===== src/rtl/srb_pkg.sv =====
package srb_pkg;

    // Lines carried by one register for the chosen layout.
    function automatic int lanes_for(input bit masked);
        return masked ? 16 : 32;
    endfunction

    // Registers needed to hold n lines, rounded up.
    function automatic int regs_for(input int n, input bit masked);
        int l;
        l = lanes_for(masked);
        return (n + l - 1) / l;
    endfunction

endpackage


===== src/rtl/srb_addr_decode.sv =====
module srb_addr_decode #(
    parameter int ADDR_W   = 8,
    parameter int NUM_REGS = 3,
    parameter int IDX_W    = 2
) (
    input  logic [ADDR_W-1:0] addr,
    output logic [IDX_W-1:0]  idx,
    output logic              hit
);
    localparam int WORD_W = ADDR_W - 2;
    localparam logic [WORD_W-1:0] LIMIT = WORD_W'(NUM_REGS);

    logic [WORD_W-1:0] word;

    assign word = addr[ADDR_W-1:2];
    // Only word-aligned addresses inside the bank select a register.
    assign hit  = (addr[1:0] == 2'b00) && (word < LIMIT);
    assign idx  = IDX_W'(word);
endmodule


===== src/rtl/srb_reg_slice.sv =====
module srb_reg_slice #(
    parameter int LANES  = 16,
    parameter int USED   = 16,
    parameter bit MASKED = 1'b1
) (
    input  logic             clk,
    input  logic             rst_n,
    input  logic             wr_sel,
    input  logic [31:0]      wr_data,
    output logic [LANES-1:0] q
);
    // Bits above USED do not exist in hardware: they never take a 1.
    localparam logic [LANES-1:0] VALID = LANES'((64'd1 << USED) - 64'd1);

    logic [LANES-1:0] q_r;
    logic [LANES-1:0] q_nxt;

    generate
        if (MASKED) begin : g_masked
            logic [LANES-1:0] en;
            assign en    = wr_data[2*LANES-1:LANES] & VALID;
            assign q_nxt = (q_r & ~en) | (wr_data[LANES-1:0] & en);
        end else begin : g_plain
            assign q_nxt = wr_data[LANES-1:0] & VALID;
        end
    endgenerate

    always_ff @(posedge clk or negedge rst_n) begin
        if (!rst_n) begin
            q_r <= '0;
        end else if (wr_sel) begin
            q_r <= q_nxt;
        end
    end

    assign q = q_r;
endmodule


===== src/rtl/srb_read_mux.sv =====
module srb_read_mux #(
    parameter int LANES    = 16,
    parameter int NUM_REGS = 3,
    parameter int IDX_W    = 2
) (
    input  logic [LANES-1:0] bank [NUM_REGS],
    input  logic [IDX_W-1:0] idx,
    input  logic             hit,
    output logic [31:0]      data
);
    always_comb begin
        data = 32'h0;
        for (int k = 0; k < NUM_REGS; k++) begin
            if (hit && (idx == IDX_W'(k))) begin
                data = 32'(bank[k]);
            end
        end
    end
endmodule


===== src/rtl/soft_reset_bank.sv =====
module soft_reset_bank
    import srb_pkg::*;
#(
    parameter int NUM_LINES = 40,
    parameter bit MASKED    = 1'b1,
    parameter int ADDR_W    = 8
) (
    input  logic                 clk,
    input  logic                 rst_n,
    input  logic                 wr_en,
    input  logic [ADDR_W-1:0]    wr_addr,
    input  logic [31:0]          wr_data,
    input  logic [ADDR_W-1:0]    rd_addr,
    output logic [31:0]          rd_data,
    output logic [NUM_LINES-1:0] rst_out
);
    localparam int LANES    = lanes_for(MASKED);
    localparam int NUM_REGS = regs_for(NUM_LINES, MASKED);
    localparam int IDX_W    = (NUM_REGS > 1) ? $clog2(NUM_REGS) : 1;

    logic [IDX_W-1:0] w_idx;
    logic             w_hit;
    logic [IDX_W-1:0] r_idx;
    logic             r_hit;
    logic [LANES-1:0] bank_q [NUM_REGS];

    srb_addr_decode #(.ADDR_W(ADDR_W), .NUM_REGS(NUM_REGS), .IDX_W(IDX_W)) u_wdec (
        .addr (wr_addr),
        .idx  (w_idx),
        .hit  (w_hit)
    );

    srb_addr_decode #(.ADDR_W(ADDR_W), .NUM_REGS(NUM_REGS), .IDX_W(IDX_W)) u_rdec (
        .addr (rd_addr),
        .idx  (r_idx),
        .hit  (r_hit)
    );

    generate
        for (genvar g = 0; g < NUM_REGS; g++) begin : g_reg
            localparam int LO   = g * LANES;
            localparam int USED = ((NUM_LINES - LO) >= LANES) ? LANES : (NUM_LINES - LO);
            logic sel;
            assign sel = wr_en && w_hit && (w_idx == IDX_W'(g));
            srb_reg_slice #(.LANES(LANES), .USED(USED), .MASKED(MASKED)) u_slice (
                .clk     (clk),
                .rst_n   (rst_n),
                .wr_sel  (sel),
                .wr_data (wr_data),
                .q       (bank_q[g])
            );
        end
        for (genvar i = 0; i < NUM_LINES; i++) begin : g_line
            assign rst_out[i] = bank_q[i / LANES][i % LANES];
        end
    endgenerate

    srb_read_mux #(.LANES(LANES), .NUM_REGS(NUM_REGS), .IDX_W(IDX_W)) u_rmux (
        .bank (bank_q),
        .idx  (r_idx),
        .hit  (r_hit),
        .data (rd_data)
    );
endmodule


===== config.mk =====
export PLATFORM = sky130hd
export DESIGN_NAME = soft_reset_bank
export DESIGN_NICKNAME = d
export VERILOG_FILES = /design/src/rtl/srb_pkg.sv /design/src/rtl/srb_addr_decode.sv /design/src/rtl/srb_reg_slice.sv /design/src/rtl/srb_read_mux.sv /design/src/rtl/soft_reset_bank.sv
export SDC_FILE = /design/constraint.sdc
export NUM_CORES = 1
export LEC_CHECK = 0
export BUFFER_PORTS_ARGS = -buffer_cell sky130_fd_sc_hd__buf_2
export CAP_MARGIN = 0
export CORE_UTILIZATION = 45
export CTS_BUF_LIST = sky130_fd_sc_hd__clkbuf_8
export DETAILED_ROUTE_END_ITERATION = 10
export PLACE_DENSITY_LB_ADDON = 0.25
export SETUP_SLACK_MARGIN = 0.1
export SKIP_CTS_REPAIR_TIMING = 1
export SLEW_MARGIN = 20
export SYNTH_ARGS = -nofsm -noshare
export SYNTH_HDL_FRONTEND = slang
export SYNTH_HIERARCHICAL = 1
export SYNTH_SLANG_ARGS = --single-unit

===== constraint.sdc =====
create_clock -name clk -period 4.6 [get_ports clk]
set_input_delay 1.15 -clock clk [delete_from_list [all_inputs] [get_ports clk]]
set_output_delay 1.15 -clock clk [all_outputs]
set_load 0.05 [all_outputs]

**Word level (Yosys, flattened, before mapping)**

Index checks and enable logic that the tools add are counted.

- Register bits after elaboration: 48
- Input bits: 51
- Output and inout port bits: 72

- Order comparisons: 2
- Equality and inequality tests: 4
- Mux-type cells: 3
- Bitwise gates (word level): 10
- Reductions and logical operators: 13

Operator list:

| operator | count |
|---|---|
| 16-bit bitwise AND | 4 |
| 16-bit two-way mux | 3 |
| 16-bit OR | 3 |
| 16-bit by 8-bit bitwise AND with 16-bit output | 1 |
| 16-bit NOT | 1 |
| 8-bit NOT with 16-bit output | 1 |
| 6-bit by 2-bit less-than comparator with 1-bit output (second input constant) | 2 |
| 1-bit logical AND | 9 |
| 2-bit logical NOT | 4 |
| 2-bit by 1-bit equality test with 1-bit output (second input constant) | 2 |
| 2-bit equality test (second input constant) | 2 |

**Longest topological paths before layout**

- Depth in word-level cells: 6
- Depth in mapped cells: 7

**Cells and area by module**

Netlist, hierarchy kept.

By module, submodules not included:

| module | times used | cells each | area an instance (µm²) | sequential area each (µm²) |
|---|---|---|---|---|
| srb_reg_slice (g_reg[0].u_slice ...) | 2 | 50 | 700.7 | 400.4 |
| srb_read_mux | 1 | 89 | 655.6 | 0.0 |
| srb_reg_slice (g_reg[2].u_slice) | 1 | 34 | 425.4 | 200.2 |
| srb_addr_decode | 2 | 4 | 37.5 | 0.0 |
| soft_reset_bank | 1 | 3 | 35.0 | 0.0 |

**Least setup slack after synthesis**

Ideal clock, no wire load.

- Path kind: input to output
- From: input rd_addr[0]
- To: output rd_data[10]
- Arrival: 2.845 ns
- Data required time: 3.450 ns
- Setup slack: 0.605 ns
- Cell stages on the path: 4
- Path through: or4_1 > a2111oi_2 > clkbuf_1 > and2_1

- Longest elaborated chain between the ends: 6
- Elaborated cells between the ends (all ways): 8

Ends and longest elaborated chain:

| element | RTL line | RTL |
|---|---|---|
| from (decl) | soft_reset_bank.sv:13 | `input logic [ADDR_W-1:0] rd_addr,` |
| 2-bit logical NOT * | srb_addr_decode.sv:17 | `assign hit = (addr[1:0] == 2'b00) && (word < LIMIT);` |
| 1-bit logical AND * | srb_addr_decode.sv:17 |  |
| net r_hit | soft_reset_bank.sv:24 | `logic r_hit;` |
| 1-bit logical AND | srb_read_mux.sv:14 | `if (hit && (idx == IDX_W'(k))) begin` |
| 16-bit two-way mux (2 in a row) | srb_read_mux.sv:14 |  |
| 16-bit two-way mux * | srb_read_mux.sv:14 |  |
| to (decl) | soft_reset_bank.sv:14 | `output logic [31:0] rd_data,` |

Mark *: on every way through the listed nets, which the timed path passes. The rest lies on a longest branch.

**Worst setup path in the final report**

- From: input rd_addr[0]
- To: output rd_data[4]

The elaborated chain is that of the path after synthesis.

==> results.yml <==
outcome:
  status: "finished clean"
timing:
  finalMaxSlewViolations: 0
  setup_viol: 0
  fin_skew_ns: 0
  timing.final.crit_share: 0.862
  relSlewSlack: 0.407
  final-hold-violation-count: 0
  timing.final.ws_setup_ns: 0.636
  rsz0062_at_grt: "no"
  tns_ns: 0
  period_needed_ns: 3.96
  tightestPinTransition_ns: 0.889
  fmax_mhz: 252
routing:
  via_per_inst: 4.86
  antenna_left: 0
  wl_per_cell_um: 14.1
  drc: 0
  initialDrtViolationCount: 69
  totalWireLength_mm: 5.65
  vias: 1954
  first_pass_iters: 4
floorplan:
  rows: 27
  die_h_um: 77.9
  core_um2: 5540
  initial_utilization: 0.468
  num_io_pins: 123
  die_x_um: 77.9
  die_area_um2: 6070
yosys:
  synth.ff_latch_count: 40
  syn_inst: 234
  ys_seq_area_frac: 0.386
  synthesis.area_um2: 2590
  yosys_warnings: 6
  syn_avg_cell_area_um2: 11.1
  synth_cell_type_count: 19
global_route:
  grt_usage: 0.193
  gr-total-overflow: 0
  grt_pass1_vias: 1938
  antenna_found_initial: 0
  grt_max_degree: 41
  grt_pass1_wl_mm: 9.10
power:
  p_per_area_nw_per_um2: 240
  ir_drop_uv: 147
  p_sw_uw: 220
  internal_power_uw: 517
  leakage_uw: 0.00174
  power_uw: 737
  switching_share: 0.298
  power_frac_seq: 0.495
  comb_power_share: 0.180
  clkPwrFrac: 0.324
worst_setup_path:
  cp_max_fo: 16
  path_cells: "buf_2 > or4_1 > a2111oi_4 > buf_4 > and2_1 > buf_2"
  critPathLaunchType: "primary input"
  cp_common_cell: "buf_2"
  cp.required_ns: 3.45
  cp_top_family: "simple AND/OR/NAND/NOR gates"
  path_buf_inv: 3
  crit_arrival_ns: 2.81
  critPathMaxStageDelay_ns: 0.57
  crit_slowest_cell: "or4_1"
  end_kind: "primary output"
  criticalPathCategory: "in2out"
placed_design:
  place_area_um2: 2980
  preCtsSetupSlack_ns: 0.625
  dp_hpwl_mm: 4.00
  place_congestion: 0.789
  io_buffers: 106
clocking:
  tritoncts: "built"
  cts_buffers: 5
  clock_sinks: 40
  h-tree-depth: 2
  cts-root-buf: "clkbuf_8"
  path_clk_slew_ns: 0.08
  cts.path.max_buffers: 2
  clock_latency_ns: 0.28
hold_path:
  min_path_type: "reg2reg"
final_layout:
  fin_nets: 380
  seq_area_um2: 1000
  num_antenna_cells: 0
  final_cell_area_um2: 3070
  area_delta_synth_final_pct: 18.5
  multi_input_area_um2: 1350
  nFillCells: 522
  drive_gt1_frac: 0.482
run:
  maxCapViolations: 0
==> power by group through the flow <==
stage          clock network, µW  registers, µW  logic, µW
2_1_floorplan                  0            398       81.3
3_3_place_gp                   0            372        132
3_5_place_dp                   0            372        133
4_1_cts                      249            365        134
5_1_grt                      262            366        142
6_report                     239            365        133
==> Yosys cell counts, drive strengths merged <==
library cell,number,area share
nand3b,16,0.046
mux2i,16,0.062
mux2,40,0.21
and4bb,1,0.0048
and2,16,0.039
nand2,40,0.058
a2111oi,2,0.012
or4,2,0.0058
dfrtp,40,0.39
buf,39,0.13
conb,2,0.0029
and4b,2,0.0087
clkbuf,2,0.0043
o21ai,16,0.031
==> cells in the final DEF (no fill, tap or decap) <==
cell type / count
nand3b_1: 16
nand2_1: 40
mux2i_1: 16
a2111oi_2: 1
and2_1: 16
clkbuf_8: 6
a2111oi_4: 1
mux2_2: 12
buf_4: 1
inv_1: 1
or4_1: 2
mux2_4: 28
and4b_2: 2
and4bb_2: 1
dfrtp_1: 40
buf_2: 106
o21ai_1: 16
conb_1: 24
clkinvlp_4: 1
==> final cells by class <==
class,count,area share
Clock buffer,6,0.0269
Sequential cell,40,0.326
Multi-Input combinational cell,175,0.439
Timing Repair Buffer,107,0.175
Clock inverter,2,0.00367
Tap cell,72,0.0293
==> cells by family after synthesis <==
group           synth area share
compound gates            0.0425
buf+inv                    0.130
flops                      0.386
mux                        0.276
other cells              0.00290
simple gates               0.162
==> metrics by stage <==
step	std cells	hold WS (ns)	util
final	402	0.537	0.554
after global routing	402	0.555	0.554
after CTS	402	0.543	0.554
after detailed placement	394	0.521	0.537
after global placement	394	0.517	0.537
after floorplan	256	0.854	-
==> per-layer routing <==
metal	wire length [µm]	track usage
met1	2380	0.225
met2	2880	0.358
met3	335	0.0365
met4	54	0.0519
met5	0	0
==> path summary, 6_finish.rpt <==
check / to / slack (ns) / depth (start not counted) / start
worst max-delay path: rd_data[4] / 0.64 / 6 / rd_addr[0]
worst min-delay path: flip-flop / 0.54 / 1 / flip-flop
worst max register to register: flip-flop / 3.81 / 1 / flip-flop
worst min register to register: flip-flop / 0.54 / 1 / flip-flop
max in group asynchronous: async pin / 3.06 / 1 / rst_n
min in group asynchronous: async pin / 0.98 / 1 / rst_n
No activity file was read; power rests on OpenSTA's default activity.
